--- config.mk ---
export PLATFORM = sky130hd
export DESIGN_NAME = mc_datapath
export DESIGN_NICKNAME = d
export VERILOG_FILES = /design/src/rtl/mc_pkg.sv /design/src/rtl/mc_alu_ctrl.sv /design/src/rtl/mc_alu.sv /design/src/rtl/mc_regfile.sv /design/src/rtl/mc_datapath.sv
export SDC_FILE = /design/constraint.sdc
export NUM_CORES = 2
export LEC_CHECK = 0
export BUFFER_PORTS_ARGS = -buffer_cell sky130_fd_sc_hd__buf_2
export CAP_MARGIN = 20
export CORE_MARGIN = 1
export CORE_UTILIZATION = 55
export CTS_BUF_LIST = sky130_fd_sc_hd__clkbuf_8
export DETAILED_ROUTE_END_ITERATION = 8
export PLACE_DENSITY = 0.82
export SLEW_MARGIN = 10
export SYNTH_ARGS = -nofsm -noshare
export SYNTH_HDL_FRONTEND = slang
export SYNTH_HIERARCHICAL = 1
export SYNTH_SLANG_ARGS = --single-unit
--- constraint.sdc ---
create_clock -name clk -period 6.7 [get_ports clk]
set_input_delay 0.67 -clock clk [delete_from_list [all_inputs] [get_ports clk]]
set_output_delay 0.67 -clock clk [all_outputs]
set_load 0.05 [all_outputs]
--- src/rtl/mc_pkg.sv ---
package mc_pkg;

  // Four-bit operation codes presented to the arithmetic unit
  typedef enum logic [3:0] {
    ALU_AND = 4'b0000,
    ALU_OR  = 4'b0001,
    ALU_XOR = 4'b0010,
    ALU_NOR = 4'b0011,
    ALU_ADD = 4'b0110,
    ALU_SUB = 4'b1110,
    ALU_SLT = 4'b1111
  } alu_ctl_e;

  // Operation class supplied by the sequencer
  typedef enum logic [1:0] {
    CLS_ADD   = 2'b00,
    CLS_SUB   = 2'b01,
    CLS_FUNCT = 2'b10,
    CLS_RSVD  = 2'b11
  } alu_cls_e;

  // Function codes of the register-register group
  localparam logic [5:0] FN_ADD = 6'h20;
  localparam logic [5:0] FN_SUB = 6'h22;
  localparam logic [5:0] FN_AND = 6'h24;
  localparam logic [5:0] FN_OR  = 6'h25;
  localparam logic [5:0] FN_XOR = 6'h26;
  localparam logic [5:0] FN_NOR = 6'h27;
  localparam logic [5:0] FN_SLT = 6'h2A;

  // Operand source selects
  localparam logic [1:0] SRCB_REG   = 2'd0;
  localparam logic [1:0] SRCB_FOUR  = 2'd1;
  localparam logic [1:0] SRCB_IMM   = 2'd2;
  localparam logic [1:0] SRCB_IMMX4 = 2'd3;

  // Next PC selects
  localparam logic [1:0] PCS_LIVE  = 2'd0;
  localparam logic [1:0] PCS_LATCH = 2'd1;
  localparam logic [1:0] PCS_JUMP  = 2'd2;

endpackage

--- src/rtl/mc_alu_ctrl.sv ---
module mc_alu_ctrl
  import mc_pkg::*;
(
  input  logic [1:0] alu_op,
  input  logic [5:0] funct,
  output alu_ctl_e   alu_ctl
);

  alu_ctl_e funct_ctl;

  always_comb begin
    unique case (funct)
      FN_SUB:  funct_ctl = ALU_SUB;
      FN_AND:  funct_ctl = ALU_AND;
      FN_OR:   funct_ctl = ALU_OR;
      FN_XOR:  funct_ctl = ALU_XOR;
      FN_NOR:  funct_ctl = ALU_NOR;
      FN_SLT:  funct_ctl = ALU_SLT;
      default: funct_ctl = ALU_ADD;
    endcase
  end

  always_comb begin
    unique case (alu_cls_e'(alu_op))
      CLS_SUB:   alu_ctl = ALU_SUB;
      CLS_FUNCT: alu_ctl = funct_ctl;
      default:   alu_ctl = ALU_ADD;
    endcase
  end

endmodule

--- src/rtl/mc_alu.sv ---
module mc_alu
  import mc_pkg::*;
#(
  parameter int DATA_W = 32
) (
  input  logic [DATA_W-1:0] a,
  input  logic [DATA_W-1:0] b,
  input  alu_ctl_e          ctl,
  output logic [DATA_W-1:0] y,
  output logic              zero
);

  logic [DATA_W-1:0] sum;
  logic [DATA_W-1:0] diff;
  logic              lt;

  assign sum  = a + b;
  assign diff = a - b;
  assign lt   = $signed(a) < $signed(b);

  always_comb begin
    unique case (ctl)
      ALU_AND: y = a & b;
      ALU_OR:  y = a | b;
      ALU_XOR: y = a ^ b;
      ALU_NOR: y = ~(a | b);
      ALU_SUB: y = diff;
      ALU_SLT: y = {{(DATA_W-1){1'b0}}, lt};
      default: y = sum;
    endcase
  end

  assign zero = (y == '0);

endmodule

--- src/rtl/mc_regfile.sv ---
module mc_regfile #(
  parameter int DATA_W = 32,
  parameter int RA_W   = 5
) (
  input  logic              clk,
  input  logic              we,
  input  logic [RA_W-1:0]   waddr,
  input  logic [DATA_W-1:0] wdata,
  input  logic [RA_W-1:0]   raddr_a,
  input  logic [RA_W-1:0]   raddr_b,
  output logic [DATA_W-1:0] rdata_a,
  output logic [DATA_W-1:0] rdata_b
);

  localparam int DEPTH = 1 << RA_W;

  logic [DATA_W-1:0] store [DEPTH];

  // Entry 0 is never written; its reads are forced to zero below
  always_ff @(posedge clk) begin
    if (we && (waddr != '0)) begin
      store[waddr] <= wdata;
    end
  end

  assign rdata_a = (raddr_a == '0) ? '0 : store[raddr_a];
  assign rdata_b = (raddr_b == '0) ? '0 : store[raddr_b];

endmodule

--- src/rtl/mc_datapath.sv ---
module mc_datapath
  import mc_pkg::*;
#(
  parameter int DATA_W = 32,
  parameter int RA_W   = 5
) (
  input  logic              clk,
  input  logic              rst,
  input  logic              ir_write,
  input  logic              iord,
  input  logic              alu_src_a,
  input  logic [1:0]        alu_src_b,
  input  logic [1:0]        alu_op,
  input  logic [1:0]        pc_source,
  input  logic              pc_write,
  input  logic              pc_write_cond,
  input  logic              reg_dst,
  input  logic              mem_to_reg,
  input  logic              reg_write,
  input  logic [DATA_W-1:0] mem_rdata,
  output logic [DATA_W-1:0] mem_addr,
  output logic [DATA_W-1:0] mem_wdata,
  output logic [DATA_W-1:0] pc_o,
  output logic [DATA_W-1:0] ir_o,
  output logic [DATA_W-1:0] alu_out_o,
  output logic              alu_zero
);

  localparam int IMM_W   = 16;
  localparam int JIDX_W  = 26;
  localparam int PCHI_W  = DATA_W - JIDX_W - 2;
  localparam int RS_LSB  = 21;
  localparam int RT_LSB  = 16;
  localparam int RD_LSB  = 11;
  localparam int FN_W    = 6;

  // Holding registers
  logic [DATA_W-1:0] pc_q;
  logic [DATA_W-1:0] ir_q;
  logic [DATA_W-1:0] mdr_q;
  logic [DATA_W-1:0] opa_q;
  logic [DATA_W-1:0] opb_q;
  logic [DATA_W-1:0] aluout_q;

  // Instruction fields
  logic [RA_W-1:0]   rs_addr;
  logic [RA_W-1:0]   rt_addr;
  logic [RA_W-1:0]   rd_addr;
  logic [DATA_W-1:0] imm_sx;
  logic [DATA_W-1:0] imm_sx4;
  logic [DATA_W-1:0] jump_tgt;

  assign rs_addr  = ir_q[RS_LSB +: RA_W];
  assign rt_addr  = ir_q[RT_LSB +: RA_W];
  assign rd_addr  = ir_q[RD_LSB +: RA_W];
  assign imm_sx   = {{(DATA_W-IMM_W){ir_q[IMM_W-1]}}, ir_q[IMM_W-1:0]};
  assign imm_sx4  = {imm_sx[DATA_W-3:0], 2'b00};
  assign jump_tgt = {pc_q[DATA_W-1 -: PCHI_W], ir_q[JIDX_W-1:0], 2'b00};

  // Register file
  logic [RA_W-1:0]   wr_addr;
  logic [DATA_W-1:0] wr_data;
  logic [DATA_W-1:0] rs_data;
  logic [DATA_W-1:0] rt_data;

  assign wr_addr = reg_dst ? rd_addr : rt_addr;
  assign wr_data = mem_to_reg ? mdr_q : aluout_q;

  mc_regfile #(
    .DATA_W (DATA_W),
    .RA_W   (RA_W)
  ) u_rf (
    .clk     (clk),
    .we      (reg_write),
    .waddr   (wr_addr),
    .wdata   (wr_data),
    .raddr_a (rs_addr),
    .raddr_b (rt_addr),
    .rdata_a (rs_data),
    .rdata_b (rt_data)
  );

  // Arithmetic unit and its operand selection
  logic [DATA_W-1:0] alu_a;
  logic [DATA_W-1:0] alu_b;
  logic [DATA_W-1:0] alu_y;
  logic              alu_zero_w;
  alu_ctl_e          alu_ctl;

  assign alu_a = alu_src_a ? opa_q : pc_q;

  always_comb begin
    unique case (alu_src_b)
      SRCB_REG:   alu_b = opb_q;
      SRCB_FOUR:  alu_b = DATA_W'(4);
      SRCB_IMM:   alu_b = imm_sx;
      default:    alu_b = imm_sx4;
    endcase
  end

  mc_alu_ctrl u_actl (
    .alu_op  (alu_op),
    .funct   (ir_q[FN_W-1:0]),
    .alu_ctl (alu_ctl)
  );

  mc_alu #(
    .DATA_W (DATA_W)
  ) u_alu (
    .a    (alu_a),
    .b    (alu_b),
    .ctl  (alu_ctl),
    .y    (alu_y),
    .zero (alu_zero_w)
  );

  // Next PC selection and qualified load
  logic [DATA_W-1:0] pc_next;
  logic              pc_load;

  always_comb begin
    unique case (pc_source)
      PCS_LIVE:  pc_next = alu_y;
      PCS_LATCH: pc_next = aluout_q;
      PCS_JUMP:  pc_next = jump_tgt;
      default:   pc_next = pc_q;
    endcase
  end

  assign pc_load = pc_write | (pc_write_cond & alu_zero_w);

  // Sequential state
  always_ff @(posedge clk) begin
    if (rst) begin
      pc_q     <= '0;
      ir_q     <= '0;
      mdr_q    <= '0;
      opa_q    <= '0;
      opb_q    <= '0;
      aluout_q <= '0;
    end else begin
      if (pc_load) begin
        pc_q <= pc_next;
      end
      if (ir_write) begin
        ir_q <= mem_rdata;
      end
      mdr_q    <= mem_rdata;
      opa_q    <= rs_data;
      opb_q    <= rt_data;
      aluout_q <= alu_y;
    end
  end

  assign mem_addr  = iord ? aluout_q : pc_q;
  assign mem_wdata = opb_q;
  assign pc_o      = pc_q;
  assign ir_o      = ir_q;
  assign alu_out_o = aluout_q;
  assign alu_zero  = alu_zero_w;

endmodule

---- After elaboration in Yosys (flattened, before gate mapping) ----
Memory sizes are Yosys's and may differ from the RTL's. A register that Yosys moved wholly into a read port is not among the register bits.
Cells that the tools add are included.
cells by class
  add/sub/neg operators ................... 2
  magnitude comparators ................... 1
  equal/unequal tests ..................... 17
  mux-type cells .......................... 11
  bitwise gates (word level) .............. 7
  reductions and logical operators ........ 14
operators by type and width
  cell                                                             number
  32-bit case mux with 3 select lines                              2
  32-bit case mux with 6 select lines                              1
  32-bit 2-to-1 mux                                                3
  6-bit == test, second input constant                             6
  32-bit adder                                                     1
  32-bit bitwise AND                                               1
  32-bit zero test                                                 1
  32-bit less-than comparator                                      1
  32-bit inverter                                                  1
  32-bit OR                                                        1
  32-bit subtractor                                                1
  32-bit XOR                                                       1
  4-bit case mux with 6 select lines                               1
  5-bit zero test                                                  2
  4-bit by 2-bit == test with 1-bit output, second input constant  2
  4-bit == test, second input constant                             2
  4-bit case mux with 2 select lines                               1
  2-bit by 1-bit == test with 1-bit output, second input constant  3
  2-bit == test, second input constant                             3
  5-bit 2-to-1 mux                                                 1
  5-bit nonzero test                                               1
  4-bit by 1-bit == test with 1-bit output, second input constant  1
  2-bit zero test                                                  2
  4-bit zero test                                                  1
  other kinds (10)                                                 12
storage, ports and cells
  bits in registers ....................... 128
  memory bits (writable) .................. 1024
  input bits .............................. 48
  output and inout port bits .............. 161
  word-level logic and storage cells ...... 58
  memories ................................ 1
memory list
  memory      words  width  read ports  clocked after memory_dff  wr ports  line              source
  u_rf.store  32     32     2           2                         1         mc_regfile.sv:17  logic [DATA_W-1:0] store [DEPTH];

---- Logic depth before layout (Yosys ltp) ----
  word-level depth ........................ 9
  gate-level depth with buffers ........... 25
  gate-level depth less buffers ........... 19

---- Cells and area by module ----
Netlist, hierarchy kept.
by module, submodules not included
  module       instances  cells each  area each (µm²)  seq. area each (µm²)
  mc_regfile   1          2564        47929.7          30749.5
  mc_datapath  1          743         7930.1           3843.7
  mc_alu       1          936         5938.2           0.0
  mc_alu_ctrl  1          17          123.9            0.0

---- Least setup slack after synthesis ----
Ideal clock, no wire load.
  path kind ............................... input to register
  start point ............................. input port alu_src_a
  end point ............................... register pc_q[15] (netlist: pc_o[15])
  setup time .............................. 0.061 ns
  data arrival time ....................... 6.719 ns
  data required time ...................... 6.639 ns
  path slack .............................. -0.080 ns
  stages .................................. 19
  buffers on the path ..................... 3
  cell sequence ........................... clkbuf_1 -> buf_2 -> mux2_2 -> fa_1 -> nor2b_1 -> o31ai_1 -> o221a_2 -> o22ai_1 -> or4_1 -> or4_1 -> or4b_1 -> or4_1 -> nor3_2 -> nand4bb_1 -> nor4b_2 -> a21oi_2 -> nor3_4 -> buf_4 -> a22o_1
on the way
  elaborated cells on any way between the ends .. 14
  classes of those cells .................. add/sub: 2; order compare: 1; mux: 3; bitwise: 6; reduce/logical: 2
RTL lines
  element                                            line                        source
  start: declaration                                 mc_datapath.sv:11           input logic alu_src_a,
  32-bit 2-to-1 mux (*)                              mc_datapath.sv:90           assign alu_a = alu_src_a ? opa_q : pc_q;
  net alu_a[1]                                       mc_datapath.sv:84           logic [DATA_W-1:0] alu_a;
  32-bit adder or 32-bit subtractor (tied branches)  mc_alu.sv:17, mc_alu.sv:18
  32-bit case mux with 6 select lines (*)            mc_alu.sv:22                unique case (ctl)
  net alu_y[4]                                       mc_datapath.sv:86           logic [DATA_W-1:0] alu_y;
  32-bit zero test (*)                               mc_alu.sv:33                assign zero = (y == '0);
  net alu_zero                                       mc_datapath.sv:26           output logic alu_zero
  1-bit bitwise AND (*)                              mc_datapath.sv:130          assign pc_load = pc_write | (pc_write_cond & alu_zero_w);
  1-bit OR (*)                                       mc_datapath.sv:130
  2-bit AND reduction (no line) (*)                  n/a
  end signal: assignment                             mc_datapath.sv:143          pc_q <= pc_next;
  end: declaration                                   mc_datapath.sv:38           logic [DATA_W-1:0] pc_q;
Mark *: on every way through the listed nets, which the timed path passes. The rest lies on a longest branch.
A chain may end at the register's enable or synchronous reset.

---- Final worst setup path ----
  start point ............................. register ir_q[1] (netlist: ir_o[1])
  end point ............................... output port alu_zero
on the way
  elaborated cells on any way between the ends .. 24
  classes of those cells .................. add/sub: 2; order compare: 1; eq/ne: 11; mux: 4; bitwise: 4; reduce/logical: 2
RTL lines
  element                              line                source
  start: declaration                   mc_datapath.sv:39   logic [DATA_W-1:0] ir_q;
  start signal: assignment             mc_datapath.sv:146  ir_q <= mem_rdata;
  32-bit case mux with 3 select lines  mc_datapath.sv:93   unique case (alu_src_b)
  net alu_b[3]                         mc_datapath.sv:85   logic [DATA_W-1:0] alu_b;
  32-bit less-than comparator          mc_alu.sv:19        assign lt = $signed(a) < $signed(b);
  32-bit case mux with 6 select lines  mc_alu.sv:22
  net alu_y[0]                         mc_datapath.sv:86
  32-bit zero test                     mc_alu.sv:33
  end: declaration                     mc_datapath.sv:26
The timed path passes the listed nets, and every way through them passes these cells.

==> flow_metrics.tcl <==
set metrics [dict create \
    grt-ovfl-total 0 \
    worstPathArrival_ps 5880 \
    synth_compound_area_share_pct 10.4 \
    cts-buffers-inserted 183 \
    rows 122 \
    avgRoutedWirePerCell_um 33.6 \
    cpMostUsedCell "buf_4" \
    r2r_end "pc_o[31]$_SDFFE_PP0P_" \
    fmax_ghz 0.153 \
    path_clk_slew_ps 60 \
    start_util_pct 55.7 \
    synth_top_family_by_area "multiplexers" \
    core-area_sq_mm 0.111 \
    holdPathStages 2 \
    setup_viol 0 \
    dp_hpwl_um 133000 \
    yosys_warnings 6 \
    rsz0062_at_grt "no" \
    async_flop_share_pct 0 \
    dr.max_layer_used "met5" \
    r2r-start "ir_o[1]$_SDFFE_PP0P_" \
    drc 0 \
    hold_path.class "in -> reg" \
    drive_above_1_share_pct 27.5 \
    grt_pass1_wl_um 296000 \
    most-common-layout-cells "edfxtp_1, mux2i_1, mux4_2" \
    synth.cell_area_sq_mm 0.0619 \
    synth_edf_count 1024 \
    powerDensity_mw_per_mm2 263 \
    avgViaCountPerCell 7.18 \
    grt_max_degree 115 \
    area_growth_pct 12.2 \
    grt_pass1_vias 43500 \
    worstSetupPathType "reg -> out" \
    ios 209 \
    finalPower_w 0.0182 \
    dieHeight_um 338 \
    cp_data_required_time_ps 6030 \
    drv_slew 0 \
    muxShareOfSynthArea_pct 22.3 \
    setup.worst_path.start_class "flip-flop" \
    maxCapViolCount 0 \
    wl_met2_um 94600 \
    yosys.area_share.adder_pct 2.13 \
    drt-met1-wl_um 70300 \
    drtIter0Drc 7454 \
    worstPathMaxFanout 5 \
    drt-total-wl_um 210000 \
    numPortBuffers 208 \
    synthFlopType "edfxtp_1" \
    postRouteAntennaNets 0 \
    critical_path_cell_count 18 \
    vias 44900 \
    fp.dieArea_sq_mm 0.114 \
    grt.total_usage_pct 36.4 \
    status "finished, final reports clean" \
    fin_crit_ps 6550 \
    fill_cells 7856 \
    ys_seq_elements 1216 \
    hp-start "mem_rdata[3]" \
    root_buffer "clkbuf_8" \
    crit_chain "buf_4, mux2_2, a22o_1, inv_2, ha_2, nand2b_4, o311ai_2, a211oi_2, a211oi_1, buf_4, o311a_1, o221a_2, or4b_4, or4_4, nor3_4, nand4bb_1, nor4b_4, buf_6" \
    crit_buf_inv 4 \
    r2r_cells 22 \
    holdWs_ps 73.5 \
    cp_slowest_cell "or4b_4" \
    clock_latency_ps 900 \
    clk_path_buf_depth 3 \
    hold_viol 0 \
    synth-simple-area-share_pct 5.73 \
    synth_area_per_cell_sq_um 14.5 \
    worst_pin_slew_ps 1260 \
    final_common_cell "edfxtp_1" \
    antenna_found_initial 17 \
    clkSinkCount 1216 \
    cts_tree "done" \
    syn_inst 4260 \
    path_delay_family "simple AND/OR/NAND/NOR gates" \
    max_stage_delay_ps 560 \
    wl_met3_um 29900 \
    synth.distinct_cells 99 \
    fin_util_pct 62.5 \
    ys_seq_area_share_pct 55.9 \
    holdPathEnd "mdr_q[3]$_SDFF_PP0_" \
    die_w_um 338 \
    htree_levels 4 \
    drt_first_pass_iters 7 \
    peakVddDrop_mv 0.157 \
    period_share_pct 97.7 \
    ff2ff_setup_slack_ps 810 \
    end_kind "primary output" \
    fin_nets 4748 \
    skew_ps 44.2 \
    slew_headroom_pct 16.1 \
    synth_xor_area_share_pct 0.0707 \
    gp_congestion 1.03 \
    cellLeakagePower_nw 23.9 \
]
per-layer routing:
layer / vias to the layer above / GRT usage [%]
li1: 17900 / -
met1: 21800 / 45.2
met2: 4179 / 55.2
met3: 957 / 11.3
met4: 16 / 24.0
met5: - / 0
worst max-delay path by stage:
stage / start / to / slack (ps)
floorplan: alu_src_a / pc_o[15]$_SDFFE_PP0P_ / 310
global placement: alu_src_b[0] / alu_zero / -30
detailed placement: alu_src_b[0] / alu_zero / -140
CTS: ir_o[0]$_SDFFE_PP0P_ / alu_zero / 7
global route: ir_o[1]$_SDFFE_PP0P_ / alu_zero / 20
finish: ir_o[1]$_SDFFE_PP0P_ / alu_zero / 150
stage by stage:
step / instances / TNS [ps] / worst slack (ps) / area (sq um)
after floorplan: 4291 / 0 / 310 / 62000
after global placement: 5858 / -25.3 / -25.3 / 65300
after detailed placement: 5863 / -211 / -136 / 65400
after CTS: 6226 / 0 / 6.56 / 69200
after global routing: 6239 / 0 / 19.4 / 69500
final: 6244 / 0 / 154 / 69500
worst register-to-register path, delay by kind of cell (launching register included):
kind / cells / cell delay [ps]
mux: 1 / 260
flops: 1 / 380
buf+inv: 5 / 730
fa+ha+maj: 1 / 310
simple gates: 7 / 1900
compound gates: 8 / 2180
where the power goes:
part / total, W / leakage (nW) / switching [W] / internal (W)
clock: 0.00591 / 2.04 / 0.00294 / 0.00297
combinational: 0.00360 / 10.8 / 0.00235 / 0.00125
sequential: 0.00873 / 11.1 / 0.000212 / 0.00852
synth_stat cells, types with 26 or more instances:
cell type / count / area [sq um]
nor3_1: 34 / 170
mux4_1: 54 / 1420
clkbuf_1: 164 / 616
o221ai_1: 70 / 613
nand4_1: 40 / 250
dfxtp_1: 192 / 3840
ha_1: 102 / 1280
o211ai_1: 29 / 218
a22o_1: 36 / 315
a221oi_1: 43 / 377
o21ai_0: 130 / 651
a21o_1: 26 / 195
nand2_1: 171 / 642
nor2b_1: 174 / 1090
a311oi_1: 38 / 333
a21oi_1: 167 / 836
a211oi_1: 85 / 638
a22oi_1: 97 / 728
inv_1: 111 / 417
nor2_1: 172 / 646
mux2i_1: 364 / 3640
mux4_2: 298 / 6710
edfxtp_1: 1024 / 30700
buf_4: 57 / 428
mux2_2: 174 / 1960
buf_2: 92 / 460
layout make-up:
class / instances / area (sq um) / area share (%)
multi-input combinational: 2623 / 25800 / 37.1
inverter: 112 / 422 / 0.607
antenna: 9 / 22.5 / 0.0324
sequential: 1216 / 34600 / 49.9
tap: 1488 / 1860 / 2.68
clock inverter: 138 / 786 / 1.13
timing repair buffer: 460 / 3260 / 4.69
clock buffer: 198 / 2730 / 3.92
repair_timing:
item	in CTS	in global routing
setup endpoints to repair	1	1
pin swaps	6	10
buffers inserted	2	2
hold buffers	25	0
resized for setup	16	29
hold endpoints to repair	38	0
sequential cells by signal, indices dropped and copies added, names as in the netlist:
name        flops
u_rf/store   1024
alu_out_o      32
ir_o           32
mdr_q          32
mem_wdata      32
opa_q          32
pc_o           32
cell families after synthesis:
kind of cell,after synthesis
flip-flops,1216
multiplexers,897
AO/OA/AOI/OAI,886
AND/OR/NAND/NOR,699
buffers and inverters,452
adder cells (fa/ha/maj),104
XOR/XNOR,5
other,1
Note: power is estimated with default switching activity, not from simulation.
